### src/rtl/rfs_pkg.sv
package rfs_pkg;

  // Grant controller state: either waiting to issue, or holding a grant.
  typedef enum logic [0:0] {
    GS_IDLE = 1'b0,
    GS_HOLD = 1'b1
  } grant_state_e;

endpackage

### src/rtl/rfs_queue.sv
module rfs_queue #(
  parameter int ID_W  = 4,
  parameter int DEPTH = 16
) (
  input  logic            clk,
  input  logic            rst,
  input  logic            wr_en,
  input  logic [ID_W-1:0] wr_id,
  input  logic            rd_en,
  output logic [ID_W-1:0] head_id,
  output logic            empty,
  output logic            full
);

  localparam int PTR_W = (DEPTH > 1) ? $clog2(DEPTH) : 1;
  localparam int CNT_W = $clog2(DEPTH + 1);
  localparam logic [PTR_W-1:0] LAST = PTR_W'(DEPTH - 1);

  logic [ID_W-1:0]  mem [DEPTH];
  logic [PTR_W-1:0] wr_ptr, rd_ptr;
  logic [CNT_W-1:0] count;

  // Storage without reset so it maps onto distributed RAM.
  always_ff @(posedge clk) begin
    if (wr_en) mem[wr_ptr] <= wr_id;
  end

  assign head_id = mem[rd_ptr];
  assign empty   = (count == '0);
  assign full    = (count == CNT_W'(DEPTH));

  always_ff @(posedge clk) begin
    if (rst) begin
      wr_ptr <= '0;
      rd_ptr <= '0;
      count  <= '0;
    end else begin
      if (wr_en) wr_ptr <= (wr_ptr == LAST) ? '0 : wr_ptr + PTR_W'(1);
      if (rd_en) rd_ptr <= (rd_ptr == LAST) ? '0 : rd_ptr + PTR_W'(1);
      case ({wr_en, rd_en})
        2'b10:   count <= count + CNT_W'(1);
        2'b01:   count <= count - CNT_W'(1);
        default: count <= count;
      endcase
    end
  end

endmodule

### src/rtl/rfs_grant_ctl.sv
module rfs_grant_ctl
  import rfs_pkg::*;
#(
  parameter int ID_W = 4
) (
  input  logic            clk,
  input  logic            rst,
  input  logic            push_valid,
  input  logic [ID_W-1:0] push_id,
  input  logic            out_busy,
  input  logic            done,
  input  logic            q_empty,
  input  logic            q_full,
  input  logic [ID_W-1:0] q_head,
  output logic            q_wr,
  output logic            q_rd,
  output logic            holding,
  output logic            grant_valid,
  output logic [ID_W-1:0] grant_id,
  output logic            overflow
);

  grant_state_e    state_q;
  logic [ID_W-1:0] held_id_q;
  logic            ovf_q;
  logic            issue;
  logic            bypass;
  logic [ID_W-1:0] issue_id;

  assign holding  = (state_q == GS_HOLD);
  assign issue    = !holding && !out_busy && (!q_empty || push_valid);
  assign bypass   = issue && q_empty;
  assign issue_id = q_empty ? push_id : q_head;

  assign q_rd = issue && !q_empty;
  assign q_wr = push_valid && !bypass && (!q_full || q_rd);

  assign grant_valid = holding || issue;
  assign grant_id    = holding ? held_id_q : issue_id;
  assign overflow    = ovf_q;

  always_ff @(posedge clk) begin
    if (rst) begin
      state_q   <= GS_IDLE;
      held_id_q <= '0;
      ovf_q     <= 1'b0;
    end else begin
      ovf_q <= push_valid && !bypass && q_full && !q_rd;
      if (holding) begin
        if (done) state_q <= GS_IDLE;
      end else if (issue) begin
        state_q   <= GS_HOLD;
        held_id_q <= issue_id;
      end
    end
  end

endmodule

### src/rtl/req_fifo_sched.sv
module req_fifo_sched #(
  parameter int ID_W  = 4,
  parameter int DEPTH = 16
) (
  input  logic            clk,
  input  logic            rst,
  input  logic            push_valid,
  input  logic [ID_W-1:0] push_id,
  input  logic            out_busy,
  input  logic            done,
  output logic            grant_valid,
  output logic [ID_W-1:0] grant_id,
  output logic            overflow
);

  logic            q_wr, q_rd, q_empty, q_full, holding;
  logic [ID_W-1:0] q_head;

  rfs_queue #(.ID_W(ID_W), .DEPTH(DEPTH)) u_queue (
    .clk     (clk),
    .rst     (rst),
    .wr_en   (q_wr),
    .wr_id   (push_id),
    .rd_en   (q_rd),
    .head_id (q_head),
    .empty   (q_empty),
    .full    (q_full)
  );

  rfs_grant_ctl #(.ID_W(ID_W)) u_ctl (
    .clk         (clk),
    .rst         (rst),
    .push_valid  (push_valid),
    .push_id     (push_id),
    .out_busy    (out_busy),
    .done        (done),
    .q_empty     (q_empty),
    .q_full      (q_full),
    .q_head      (q_head),
    .q_wr        (q_wr),
    .q_rd        (q_rd),
    .holding     (holding),
    .grant_valid (grant_valid),
    .grant_id    (grant_id),
    .overflow    (overflow)
  );

endmodule

### config.mk
export PLATFORM = sky130hd
export DESIGN_NAME = req_fifo_sched
export DESIGN_NICKNAME = d
export VERILOG_FILES = /design/src/rtl/rfs_pkg.sv /design/src/rtl/rfs_queue.sv /design/src/rtl/rfs_grant_ctl.sv /design/src/rtl/req_fifo_sched.sv
export SDC_FILE = /design/constraint.sdc
export NUM_CORES = 1
export LEC_CHECK = 0
export BUFFER_PORTS_ARGS = -buffer_cell sky130_fd_sc_hd__buf_2
export CELL_PAD_IN_SITES_DETAIL_PLACEMENT = 0
export CELL_PAD_IN_SITES_GLOBAL_PLACEMENT = 1
export CORE_MARGIN = 4
export CORE_UTILIZATION = 50
export DETAILED_ROUTE_END_ITERATION = 10
export GPL_TIMING_DRIVEN = 0
export PLACE_DENSITY_LB_ADDON = 0.1
export SLEW_MARGIN = 40
export SYNTH_ARGS = -nofsm -noshare
export SYNTH_HDL_FRONTEND = slang
export SYNTH_HIERARCHICAL = 1
export SYNTH_SLANG_ARGS = --single-unit
export TNS_END_PERCENT = 1
### constraint.sdc
create_clock -name clk -period 6.3 [get_ports clk]
set_input_delay 1.89 -clock clk [delete_from_list [all_inputs] [get_ports clk]]
set_output_delay 1.89 -clock clk [all_outputs]
set_load 0.02 [all_outputs]
* Yosys cells after proc, flatten, opt, wreduce, memory -nomap -nowiden
Memories as Yosys holds them, arrays and structs flattened. A register that Yosys moved wholly into a read port is not among the register bits. Index checks and enable logic that the tools add are counted.
Word-level totals: flip-flop bits (word level) 19, memory bits (read-only) 0, output and inout port bits 6, memories 1, bits in latches 0, bits in writable memories 64
Cells by class: multiply operators 0, reduce and logical (&&, ||, !) cells 20, magnitude comparators 0, bitwise gates (word level) 1, div/mod/pow operators 0, $add $sub $neg 4, shift-type cells 0, muxes and demuxes 12, eq/ne operators 5
Memory list:
- u_queue.mem | depth 16, bits a word 4, rd ports 1, clocked after memory_dff 1, wr ports 1, RTL line rfs_queue.sv:19 | logic [ID_W-1:0] mem [DEPTH];
Operators by type and width (count):
- two-way mux 4 bit | 6
- case mux 5 bit (2 select lines) | 1
- adder 4 x 1 -> 4 bit, second input constant | 2
- equality test 4 bit, second input constant | 2
- logical AND 1 bit | 8
- zero test 1 bit | 6
- adder 5 x 1 -> 5 bit, second input constant | 1
- equality test 5 bit, second input constant | 1
- zero test 5 bit | 1
- two-way mux 1 bit | 5
- subtractor 5 x 1 -> 5 bit, second input constant | 1
- logical OR 1 bit | 3
- equality test 2 x 1 -> 1 bit, second input constant | 1
- equality test 2 bit, second input constant | 1
- AND reduction 2 bit | 1
- nonzero test 2 bit | 1
- inverter 1 bit | 1

* Logic depth before layout (Yosys ltp)
depth after elaboration 10, depth in mapped cells 15, gate-level depth less buffers 13

* Modules after synthesis
The synthesis kept the hierarchy.
By module, submodules not included:
- rfs_queue | cells each 221, seq. area each 2262.2 µm², instances 1, area each 3485.8 µm²
- rfs_grant_ctl | cells each 41, seq. area each 120.1 µm², instances 1, area each 391.6 µm²

* Worst setup path after synthesis
No wires, ideal clock.
path type in2out, start point in push_id[0], end point out grant_id[0], data required time 4.410 ns, setup slack 1.961 ns, arrival time 2.449 ns, cell stages on the path 2, cells stage by stage mux2_4 mux2_2
On the way: word-level cells in the longest chain between the ends 2
Ends and longest elaborated chain:
- start, declared | RTL line req_fifo_sched.sv:8 | input logic [ID_W-1:0] push_id,
- two-way mux 4 bit | RTL line rfs_grant_ctl.sv:33 | assign issue_id = q_empty ? push_id : q_head;
- two-way mux 4 bit | RTL line rfs_grant_ctl.sv:39 | assign grant_id = holding ? held_id_q : issue_id;
- end, declared | RTL line req_fifo_sched.sv:12 | output logic [ID_W-1:0] grant_id,
Every way passes these cells.

* Final worst setup path
start point in push_id[3], end point out grant_id[3]
Same word-level chain as after synthesis.

==> impl_metrics.ini <==
[run_status]
status = complete, no violations

[hold_path]
hold_depth = 2
hp-start = u_ctl/held_id_q[3]
min_to = u_ctl/held_id_q[3]
hold_class = flop to flop

[place]
dpl.hpwl_um = 4990
gp_congestion = 0.751
dp.cells = 375
portBuffers = 14

[routing]
first_iter_violations = 173
wl_per_cell_um = 18.0
drtAntennaViolNets = 0
drc = 0
drt_wl_total_um = 7030
via_count = 2204
viasPerCell = 5.64
drt-pass1-iter-count = 4

[layout]
diodes = 0
drive_gt1_share_pct = 16.8
final_nets = 305
fillers = 580
finalNonFillerCells = 391
synthToLayoutAreaGrowth_pct = 10.4
final_util_pct = 57.8

[cts]
cts.sinks = 87
cts_buffers = 9
clockRootBuffer = clkbuf_8
h-tree-depth = 3
clkTransAtPathRegs_ns = 0.09
cts_resized = 0
hold_buffers = 0
cts_tree = yes
clk_path_buf_depth = 2
post_cts_buffers = 0
insertion_delay_ns = 0.35

[logic_synthesis]
ys_seq_area_share_pct = 61.4
synth_top_area_share_pct = 49.6
synthTopCellsByCount = edfxtp_1 (64), dfxtp_1 (23), nor2_1 (19)
yosys.area.top_type = edfxtp_1
synthArstFlopShare_pct = 0
syn-cell-area_um2 = 3880
ys.flop_type = edfxtp_1
synth_edf_count = 64
ys_seq_elements = 87
synth_area_leaders = edfxtp_1 (50%), dfxtp_1 (12%), mux4_1 (11%), ha_1 (2.9%), and2_1 (2.7%)
yosysWarnings = 6
syn_area_per_cell_um2 = 14.8
synthCells = 262
synthDistinctLibCells = 46
synth.net_count = 280
yosysMostFrequentCell = edfxtp_1

[flow_run]
drv_cap = 0

[floorplan]
rows = 31
die_h_um = 96.1
core-area_um2 = 7410
die_area_um2 = 9230
ioPinCount = 15
start_util_pct = 52.3
die_width_um = 96.1

[global_routing]
grt_pass1_vias = 2149
grt_max_degree = 18
grt_antenna_before_repair = 0
grt_pass1_wl_um = 11300
overflow = 0
grt_util_all_layers_pct = 17.1

[sta]
drv_slew = 0
fin_worst_skew_ns = 0.00657
period_needed_ns = 4.71
setup_viol_count_final = 0
fmax_ghz = 0.212
slew_headroom_pct = 69.2
period_share_pct = 74.8
tns_ns = 0
rsz0062_at_grt = no
hold_violations = 0
tightest_slew_ns = 0.462

[critical_path]
arrival_ns = 2.82
crit_slowest_cell = mux2_4
rr_worst_depth = 15
r2r_setup_slack_ns = 3.03
critPathMaxFanout = 17
critPathBufInv = 2
worstReg2RegEnd = u_queue/count[2]
cp-end-kind = output pin
timing.rr.start = u_queue/count[2]
crit_top_cell = buf_2
required_ns = 4.41
path_class = input pin to output pin
worstSetupStartpoint = push_id[3]
critPathTopFamily = multiplexers
critPathMaxStageDelay_ns = 0.30
start_kind = input pin
crit_path_cell_trace = buf_2 > mux2_4 > mux2_2 > buf_2

[power]
powerDensity_nw_per_um2 = 387
power_leakage_uw = 0.00152
ir_drop_mv = 0.180
[per-layer routing]
metal | vias to the layer above | track usage, % | routed length (um)
met4 | 0 | 8.41 | 134
met5 | - | 0 | 0
met3 | 12 | 3.52 | 319
li1 | 1075 | - | -
met1 | 1069 | 23.9 | 3320
met2 | 48 | 25.6 | 3260
[power by group]
group	total (uW)	internal, uW	leakage, uW	switching [uW]
registers	690	658	0.000765	32.3
clock network	402	193	0.000105	209
logic	566	265	0.000650	301
[flip-flops by register name (all words and copies together) (netlist names), named ones only]
signal,count
u_ctl/held_id_q,4
u_queue/mem,64
u_ctl/overflow,1
u_queue/wr_ptr,4
u_queue/count,5
u_queue/rd_ptr,4
u_ctl/holding,1
[kinds of logic after synthesis]
| kind of cell | synth area share [%] |
|---|---|
| DFF | 61.4 |
| and+or+nand+nor | 11.3 |
| AOI/OAI and AO/OA | 6.13 |
| muxes | 14.6 |
| buffers and inverters | 2.52 |
| adders and majority gates | 2.90 |
| xor gates and xnor gates | 1.13 |
[worst max-delay path by stage]
stage | endpoint | slack [ns] | cells after the start
5_1_grt | grant_id[2] | 1.51 | 8
6_report | grant_id[3] | 1.59 | 4
4_1_cts | grant_id[3] | 1.58 | 4
3_5_place_dp | grant_id[3] | 1.58 | 4
2_1_floorplan | grant_id[0] | 1.96 | 2
3_3_place_gp | grant_id[3] | 1.59 | 4
[metrics by stage]
stage               power [uW]  cell area [um^2]  worst slack (ns)  hold WS [ns]
floorplan                 1140              3880              1.96         0.473
global placement          1270              4070              1.59         0.499
detailed placement        1270              4070              1.58         0.512
CTS                       1680              4280              1.58         0.524
global route              1760              4280              1.51         0.549
finish                    1660              4280              1.59         0.519
[worst reg2reg max path: cells and delay by family (launching register included)]
family	cells	cell delay, ns
AOI/OAI and AO/OA	3	0.69
xor gates and xnor gates	2	0.31
adders and majority gates	2	0.47
buffers and inverters	3	0.51
DFF	1	0.45
and+or+nand+nor	5	0.80
[area by class of cell]
type	instances	area, um^2	share of cell area, %
buffer	10	75.1	1.75
clock buffer	9	124	2.89
clock inverter	7	86.3	2.02
inverter	6	22.5	0.526
multi-input combinational	159	1400	32.6
sequential	87	2380	55.6
tap	99	124	2.89
timing repair buffer	14	70.1	1.64
[cell usage in the layout (no fill, tap or decap), types with 2 or more instances in the layout]
cell type | synthesis | routed
and2_1 | 17 | 17
nand4_1 | 2 | 2
or3_1 | 2 | 2
clkbuf_8 | 0 | 9
inv_1 | 6 | 6
nand2b_1 | 5 | 5
nor2_4 | 2 | 2
nor2b_1 | 2 | 2
buf_6 | 2 | 2
a21oi_1 | 10 | 10
o21ai_0 | 3 | 3
clkbuf_1 | 4 | 4
a21o_1 | 2 | 2
edfxtp_1 | 64 | 64
inv_8 | 0 | 2
mux2_4 | 4 | 4
ha_1 | 9 | 9
buf_2 | 1 | 15
inv_6 | 0 | 3
nor2_1 | 19 | 19
and3_1 | 2 | 2
mux2_2 | 5 | 5
a41oi_1 | 2 | 2
nand2_1 | 16 | 16
mux4_1 | 16 | 16
mux2i_1 | 3 | 3
xor2_1 | 4 | 4
a22oi_1 | 8 | 8
nor3_1 | 10 | 10
dfxtp_1 | 23 | 23
No activity file was read; power rests on OpenSTA's default activity.
